--- src/rtl/cfg_seq_pkg.sv ---
package cfg_seq_pkg;

    typedef enum logic [2:0] {
        ST_POR_WAIT    = 3'd0,
        ST_CLEAR       = 3'd1,
        ST_INIT_WAIT   = 3'd2,
        ST_SAMPLE_MODE = 3'd3,
        ST_LOAD        = 3'd4,
        ST_DONE        = 3'd5
    } cfg_state_e;

    localparam logic [1:0] MODE_MASTER = 2'b00;

    function automatic int imax(input int a, input int b);
        return (a > b) ? a : b;
    endfunction

endpackage

--- src/rtl/cfg_cclk_gen.sv ---
module cfg_cclk_gen #(
    parameter int SLOW_HALF = 8,
    parameter int FAST_HALF = 2
) (
    input  logic clk,
    input  logic rst_n,
    input  logic en,
    input  logic fast,
    output logic cclk,
    output logic rise
);
    localparam int HW = $clog2(cfg_seq_pkg::imax(SLOW_HALF, FAST_HALF) + 1);

    logic [HW-1:0] cnt_q;
    logic [HW-1:0] half_last;
    logic          cclk_q;
    logic          rise_q;

    assign half_last = fast ? HW'(FAST_HALF - 1) : HW'(SLOW_HALF - 1);

    always_ff @(posedge clk or negedge rst_n) begin
        if (!rst_n) begin
            cnt_q  <= '0;
            cclk_q <= 1'b0;
            rise_q <= 1'b0;
        end else if (!en) begin
            cnt_q  <= '0;
            cclk_q <= 1'b0;
            rise_q <= 1'b0;
        end else if (cnt_q >= half_last) begin
            cnt_q  <= '0;
            cclk_q <= !cclk_q;
            rise_q <= !cclk_q;
        end else begin
            cnt_q  <= cnt_q + 1'b1;
            rise_q <= 1'b0;
        end
    end

    assign cclk = cclk_q;
    assign rise = rise_q;

    assert_rise_high_R6: assert property (@(posedge clk) disable iff (!rst_n)
        rise_q |-> cclk_q);

endmodule

--- src/rtl/cfg_edge_sync.sv ---
module cfg_edge_sync (
    input  logic clk,
    input  logic rst_n,
    input  logic async_in,
    output logic rise
);
    logic [2:0] sync_q;

    always_ff @(posedge clk or negedge rst_n) begin
        if (!rst_n) sync_q <= 3'b000;
        else        sync_q <= {sync_q[1:0], async_in};
    end

    assign rise = sync_q[1] & ~sync_q[2];

    assert_single_pulse_R8: assert property (@(posedge clk) disable iff (!rst_n)
        rise |=> !rise);

endmodule

--- src/rtl/cfg_bit_count.sv ---
module cfg_bit_count #(
    parameter int BIT_COUNT    = 24,
    parameter int RATE_BIT_POS = 5
) (
    input  logic                           clk,
    input  logic                           rst_n,
    input  logic                           clr,
    input  logic                           strobe,
    input  logic                           din,
    output logic [$clog2(BIT_COUNT+1)-1:0] count,
    output logic                           fast
);
    localparam int CW = $clog2(BIT_COUNT + 1);

    logic [CW-1:0] count_q;
    logic          fast_q;

    always_ff @(posedge clk or negedge rst_n) begin
        if (!rst_n) begin
            count_q <= '0;
            fast_q  <= 1'b0;
        end else if (clr) begin
            count_q <= '0;
            fast_q  <= 1'b0;
        end else if (strobe && (count_q < CW'(BIT_COUNT))) begin
            count_q <= count_q + 1'b1;
            if ((count_q == CW'(RATE_BIT_POS)) && din) fast_q <= 1'b1;
        end
    end

    assign count = count_q;
    assign fast  = fast_q;

    assert_no_overflow_R9: assert property (@(posedge clk) disable iff (!rst_n)
        count_q <= CW'(BIT_COUNT));

    assert_fast_at_pos_R7: assert property (@(posedge clk) disable iff (!rst_n)
        $rose(fast_q) |-> ($past(count_q) == CW'(RATE_BIT_POS)));

endmodule

--- src/rtl/cfg_load_seq.sv ---
module cfg_load_seq
    import cfg_seq_pkg::*;
#(
    parameter int POR_MASTER_CYC = 40,
    parameter int POR_SLAVE_CYC  = 10,
    parameter int FRAMES         = 4,
    parameter int FRAME_CYC      = 3,
    parameter int RESAMPLE_CYC   = 20,
    parameter int BIT_COUNT      = 24,
    parameter int RATE_BIT_POS   = 5,
    parameter int SLOW_HALF      = 8,
    parameter int FAST_HALF      = 2,
    parameter int EXT_TIMEOUT    = 40
) (
    input  logic                           clk,
    input  logic                           rst_n,
    input  logic                           pwr_good,
    input  logic [1:0]                     mode,
    input  logic                           init_in,
    input  logic                           din,
    input  logic                           ext_cclk,
    output logic                           init_drive_low,
    output logic                           cclk_out,
    output logic [$clog2(BIT_COUNT+1)-1:0] bits_loaded,
    output logic                           done,
    output logic                           err
);
    localparam int TMAX = imax(imax(POR_MASTER_CYC, POR_SLAVE_CYC), imax(FRAME_CYC, RESAMPLE_CYC));
    localparam int TW   = $clog2(TMAX + 1);
    localparam int FW   = $clog2(FRAMES + 1);
    localparam int IW   = $clog2(EXT_TIMEOUT + 1);
    localparam int CW   = $clog2(BIT_COUNT + 1);

    cfg_state_e    state_q, state_d;
    logic [TW-1:0] timer_q;
    logic [FW-1:0] frame_q;
    logic [IW-1:0] idle_q;
    logic [1:0]    mode_q;
    logic          err_q;
    logic          master_q;
    logic [TW-1:0] por_last;
    logic          gen_cclk, gen_rise, ext_rise, bit_fast, bit_strobe, bit_clr;
    logic [CW-1:0] bit_cnt;

    assign master_q = (mode_q == MODE_MASTER);
    assign por_last = master_q ? TW'(POR_MASTER_CYC - 1) : TW'(POR_SLAVE_CYC - 1);

    // state register
    always_ff @(posedge clk or negedge rst_n) begin
        if (!rst_n) state_q <= ST_POR_WAIT;
        else        state_q <= state_d;
    end

    // next state
    always_comb begin
        state_d = state_q;
        if (!pwr_good) begin
            state_d = ST_POR_WAIT;
        end else begin
            unique case (state_q)
                ST_POR_WAIT:
                    if (timer_q == por_last) state_d = ST_CLEAR;
                ST_CLEAR:
                    if ((frame_q == FW'(FRAMES - 1)) && (timer_q == TW'(FRAME_CYC - 1)))
                        state_d = ST_INIT_WAIT;
                ST_INIT_WAIT:
                    if (init_in && (!master_q || (timer_q >= TW'(RESAMPLE_CYC - 1))))
                        state_d = ST_SAMPLE_MODE;
                ST_SAMPLE_MODE:
                    state_d = ST_LOAD;
                ST_LOAD:
                    if (bit_cnt == CW'(BIT_COUNT)) state_d = ST_DONE;
                ST_DONE:
                    state_d = ST_DONE;
                default:
                    state_d = ST_POR_WAIT;
            endcase
        end
    end

    // timers, mode latch, stall watch
    always_ff @(posedge clk or negedge rst_n) begin
        if (!rst_n) begin
            timer_q <= '0;
            frame_q <= '0;
            idle_q  <= '0;
            mode_q  <= MODE_MASTER;
            err_q   <= 1'b0;
        end else begin
            if (state_d != state_q) begin
                timer_q <= '0;
                frame_q <= '0;
            end else begin
                unique case (state_q)
                    ST_POR_WAIT:  timer_q <= pwr_good ? timer_q + 1'b1 : '0;
                    ST_CLEAR: begin
                        if (timer_q == TW'(FRAME_CYC - 1)) begin
                            timer_q <= '0;
                            frame_q <= frame_q + 1'b1;
                        end else begin
                            timer_q <= timer_q + 1'b1;
                        end
                    end
                    ST_INIT_WAIT:
                        if (timer_q < TW'(RESAMPLE_CYC - 1)) timer_q <= timer_q + 1'b1;
                    default: ;
                endcase
            end

            if ((state_q == ST_POR_WAIT && timer_q == '0) || state_q == ST_SAMPLE_MODE)
                mode_q <= mode;

            if (state_q != ST_LOAD || ext_rise) idle_q <= '0;
            else if (idle_q < IW'(EXT_TIMEOUT - 1)) idle_q <= idle_q + 1'b1;

            if (!pwr_good)
                err_q <= 1'b0;
            else if (state_q == ST_LOAD && !master_q && idle_q >= IW'(EXT_TIMEOUT - 1))
                err_q <= 1'b1;
        end
    end

    assign bit_clr    = !pwr_good || state_q == ST_POR_WAIT || state_q == ST_SAMPLE_MODE;
    assign bit_strobe = (state_q == ST_LOAD) && !err_q && (master_q ? gen_rise : ext_rise);

    cfg_cclk_gen #(.SLOW_HALF(SLOW_HALF), .FAST_HALF(FAST_HALF)) u_cclk_gen (
        .clk(clk), .rst_n(rst_n),
        .en((state_q == ST_LOAD) && master_q),
        .fast(bit_fast), .cclk(gen_cclk), .rise(gen_rise)
    );

    cfg_edge_sync u_edge_sync (
        .clk(clk), .rst_n(rst_n), .async_in(ext_cclk), .rise(ext_rise)
    );

    cfg_bit_count #(.BIT_COUNT(BIT_COUNT), .RATE_BIT_POS(RATE_BIT_POS)) u_bit_count (
        .clk(clk), .rst_n(rst_n), .clr(bit_clr), .strobe(bit_strobe),
        .din(din), .count(bit_cnt), .fast(bit_fast)
    );

    // outputs
    always_comb begin
        init_drive_low = (state_q == ST_POR_WAIT) || (state_q == ST_CLEAR);
        cclk_out       = (state_q == ST_LOAD) && master_q && gen_cclk;
        done           = (state_q == ST_DONE);
        err            = err_q;
        bits_loaded    = bit_cnt;
    end

    assert_pg_drop_R1: assert property (@(posedge clk) disable iff (!rst_n)
        !pwr_good |=> (init_drive_low && !done && !err && bits_loaded == '0));

    assert_init_gate_R4: assert property (@(posedge clk) disable iff (!rst_n)
        (state_q == ST_LOAD && $past(state_q) == ST_SAMPLE_MODE) |-> $past(init_in, 2));

    assert_done_count_R9: assert property (@(posedge clk) disable iff (!rst_n)
        $rose(done) |-> (bits_loaded == CW'(BIT_COUNT)));

    assert_err_blocks_done_R10: assert property (@(posedge clk) disable iff (!rst_n)
        err |-> !done);

endmodule

--- config.mk ---
export PLATFORM = sky130hd
export DESIGN_NAME = cfg_load_seq
export DESIGN_NICKNAME = d
export VERILOG_FILES = /design/src/rtl/cfg_seq_pkg.sv /design/src/rtl/cfg_cclk_gen.sv /design/src/rtl/cfg_edge_sync.sv /design/src/rtl/cfg_bit_count.sv /design/src/rtl/cfg_load_seq.sv
export SDC_FILE = /design/constraint.sdc
export NUM_CORES = 1
export LEC_CHECK = 0
export BUFFER_PORTS_ARGS = -buffer_cell sky130_fd_sc_hd__buf_2
export CORE_UTILIZATION = 32
export DETAILED_ROUTE_END_ITERATION = 16
export GPL_ROUTABILITY_DRIVEN = 0
export SKIP_CTS_REPAIR_TIMING = 1
export SKIP_LAST_GASP = 1
export SLEW_MARGIN = 10
export SYNTH_ARGS = -nofsm -noshare
export SYNTH_HDL_FRONTEND = slang
export SYNTH_SLANG_ARGS = --single-unit
--- constraint.sdc ---
create_clock -name clk -period 3.7 [get_ports clk]
set_input_delay 0.185 -clock clk [delete_from_list [all_inputs] [get_ports clk]]
set_output_delay 0.185 -clock clk [all_outputs]
set_load 0.03 [all_outputs]
==> flow_summary.ini <==
[drt]
wl_mm = 4.14
dr_total_vias = 1553
dr.pass1.iters = 4
post-route-drc-count = 0
ant_nets = 0
post_drt_wl_per_cell_um = 13.8
vias_per_cell = 5.18
drt_iter0_markers = 100

[timing]
setup_viol_count_final = 0
period_needed_ns = 2.20
fmax_mhz = 455
worst_slack_ns = 1.50
tightestPinTransition_ns = 0.883
drv_slew = 0
period_share = 0.594
timing.slew.headroom = 0.408
fin_skew_ns = 0.00307
hold_viol_final = 36
tns_ns = 0
hold_ws_ns = -0.0270
rsz0062_at_grt = no

[synth]
synth_top_area_share = 0.435
synth_top_family_by_area = simple AND/OR/NAND/NOR gates
synthDistinctLibCells = 45
async_flop_share = 1.00
synth_xor_area_frac = 0.0508
synth_fp_nets = 228
yosys_most_used_dff = dfrtp_1
synth-compound-area-share = 0.123
syn_area_mm2 = 0.00207
ys_warn_count = 0
synthMuxAreaShare = 0.0405
syn_avg_cell_area_um2 = 9.95
synthTopCellsByArea = dfrtp_1, ha_1, nor2_1
synth_seq_area_share = 0.435
syn_inst = 208
synth_common_cells = dfrtp_1, nor2_1, nand2_1, ha_1, nor3_1
synth_edf_count = 0
synth_fa_ha_area_frac = 0.0726
synth_largest_area_cell = dfrtp_1
synth-simple-area-share = 0.241
ys_seq_elements = 36
yosysMostFrequentCell = dfrtp_1

[power_and_ir_drop]
p_leak_nw = 1.03
ir_worst_vdd_mv = 0.158
cellPowerDensity_mw_per_mm2 = 364

[grt]
grt_max_degree = 37
gr-usage-all-layers = 0.145
grt_pass1_vias = 1501
grt_pass1_wl_mm = 7.27
antenna_found_initial = 0
gr-total-overflow = 0

[layout]
fin_nets = 244
drive_gt1_frac = 0.156
fillCellCount = 622
instances_no_fill = 300
synthToLayoutAreaGrowth_pct = 11.7
diodes = 0
design_area_mm2 = 0.00231

[clock_tree]
cts_buffer_depth = 2
cts_buffers = 5
htreeDepth = 2
clkSinkCount = 36
clk_latency_ns = 0.29
cts_tree = built
root_buffer = clkbuf_8
clk_pin_slew_ns = 0.07

[critical_path]
endpoint_kind = flop
critPathKind = flop to flop
critPathMaxFanout = 15
r2r-end = timer_q[5]
reg2reg_depth = 5
crit_required_ns = 3.90
ff2ff_setup_slack_ns = 1.50
worst_ep_arrival_time_ns = 2.40
crit_path_end = timer_q[5]
critPathLaunch = state_q[0]
r2r-start = state_q[0]
cp-start-kind = flop

[floorplanning]
die-height_um = 82.4
initial_core_util = 0.339
row_count = 28
dieArea_mm2 = 0.00679
pin_count = 17
placeableCoreArea_mm2 = 0.00610
die_w_um = 82.4

[place]
placed_area_mm2 = 0.00219
dp_hpwl_mm = 3.00
pre_cts_ws_ns = 1.56
post-place-cells = 291
port_buffers = 16

[min_path]
hold_path.class = input pin to asynchronous set/reset pin

[run_status]
violations = negative hold slack
outcome = finished with violations

[job]
max_cap_viol_count = 0
how the worst min path moves through the flow:
stage,from,end,slack [ns],depth (start not counted)
floorplan,rst_n,err,-0.11,0
global placement,ext_cclk,u_edge_sync.sync_q[0],0.29,1
detailed placement,ext_cclk,u_edge_sync.sync_q[0],0.30,1
CTS,ext_cclk,u_edge_sync.sync_q[0],-0.01,1
global route,rst_n,u_cclk_gen.cclk,0.03,1
finish,rst_n,u_bit_count.count[3],-0.03,1
cell type report:
type / count / area, µm² / area share
Clock inverter: 2 / 35.0 / 0.0152
Tap cell: 75 / 93.8 / 0.0406
Multi-Input combinational cell: 157 / 1090 / 0.473
Clock buffer: 6 / 72.6 / 0.0314
Sequential cell: 36 / 901 / 0.390
Timing Repair Buffer: 17 / 90.1 / 0.0390
Inverter: 7 / 26.3 / 0.0114
cell usage in the layout (no fill, tap or decap), types with 2 or more instances in the layout:
| cell type | n |
|---|---|
| ha_1 | 12 |
| nand2_1 | 19 |
| mux2i_1 | 5 |
| nor3_1 | 11 |
| nand4_1 | 3 |
| nand2b_1 | 3 |
| nor3b_2 | 2 |
| xor2_1 | 6 |
| a21oi_1 | 6 |
| nor2b_1 | 3 |
| a41oi_1 | 2 |
| a22oi_1 | 2 |
| nor4_1 | 3 |
| nor2_1 | 32 |
| mux2_2 | 3 |
| o21a_1 | 2 |
| xnor2_1 | 6 |
| o21ai_0 | 2 |
| a211oi_1 | 2 |
| a31oi_1 | 5 |
| dfrtp_1 | 36 |
| and3_1 | 3 |
| inv_1 | 7 |
| nand3_1 | 6 |
| clkbuf_8 | 5 |
| buf_2 | 16 |
| nand3b_1 | 3 |
critical path, cell delays in order, from the launching register on:
cell	delay, ns
dfrtp_1	0.67
nor3_1	0.12
a211oi_1	0.77
nor3_1	0.17
xnor2_1	0.17
nor3_1	0.21
kinds of logic (layout without fill, tap and decap cells):
family / after synthesis / in the layout
simple gates: 95 / 95
flops: 36 / 36
compound gates: 30 / 30
buf+inv: 15 / 32
fa+ha+maj: 12 / 12
xor+xnor: 12 / 12
mux: 8 / 8
registers in the layout, indices dropped and copies added (netlist names):
register            count
u_cclk_gen.cnt_q        4
idle_q                  6
err                     1
mode_q                  2
u_bit_count.fast        1
u_cclk_gen.cclk         1
u_cclk_gen.rise         1
timer_q                 6
u_edge_sync.sync_q      3
state_q                 3
frame_q                 3
u_bit_count.count       5
layer usage:
layer	GRT usage	wire [µm]
met1	0.191	1960
met2	0.225	1950
met3	0.0275	122
met4	0.0754	104
met5	0	0
through the flow:
step	utilization	total power [mW]
floorplan	-	0.480
global placement	0.360	0.505
detailed placement	0.360	0.506
CTS	0.377	0.854
global route	0.379	0.885
finish	0.379	0.842
power breakdown:
| group | leakage, nW | switching, mW | internal, mW |
|---|---|---|---|
| Clock | 0.0552 | 0.143 | 0.200 |
| Combinational | 0.489 | 0.0443 | 0.0343 |
| Sequential | 0.489 | 0.0150 | 0.405 |
| Total | 1.03 | 0.203 | 0.640 |
No activity file was read; power rests on OpenSTA's default activity.
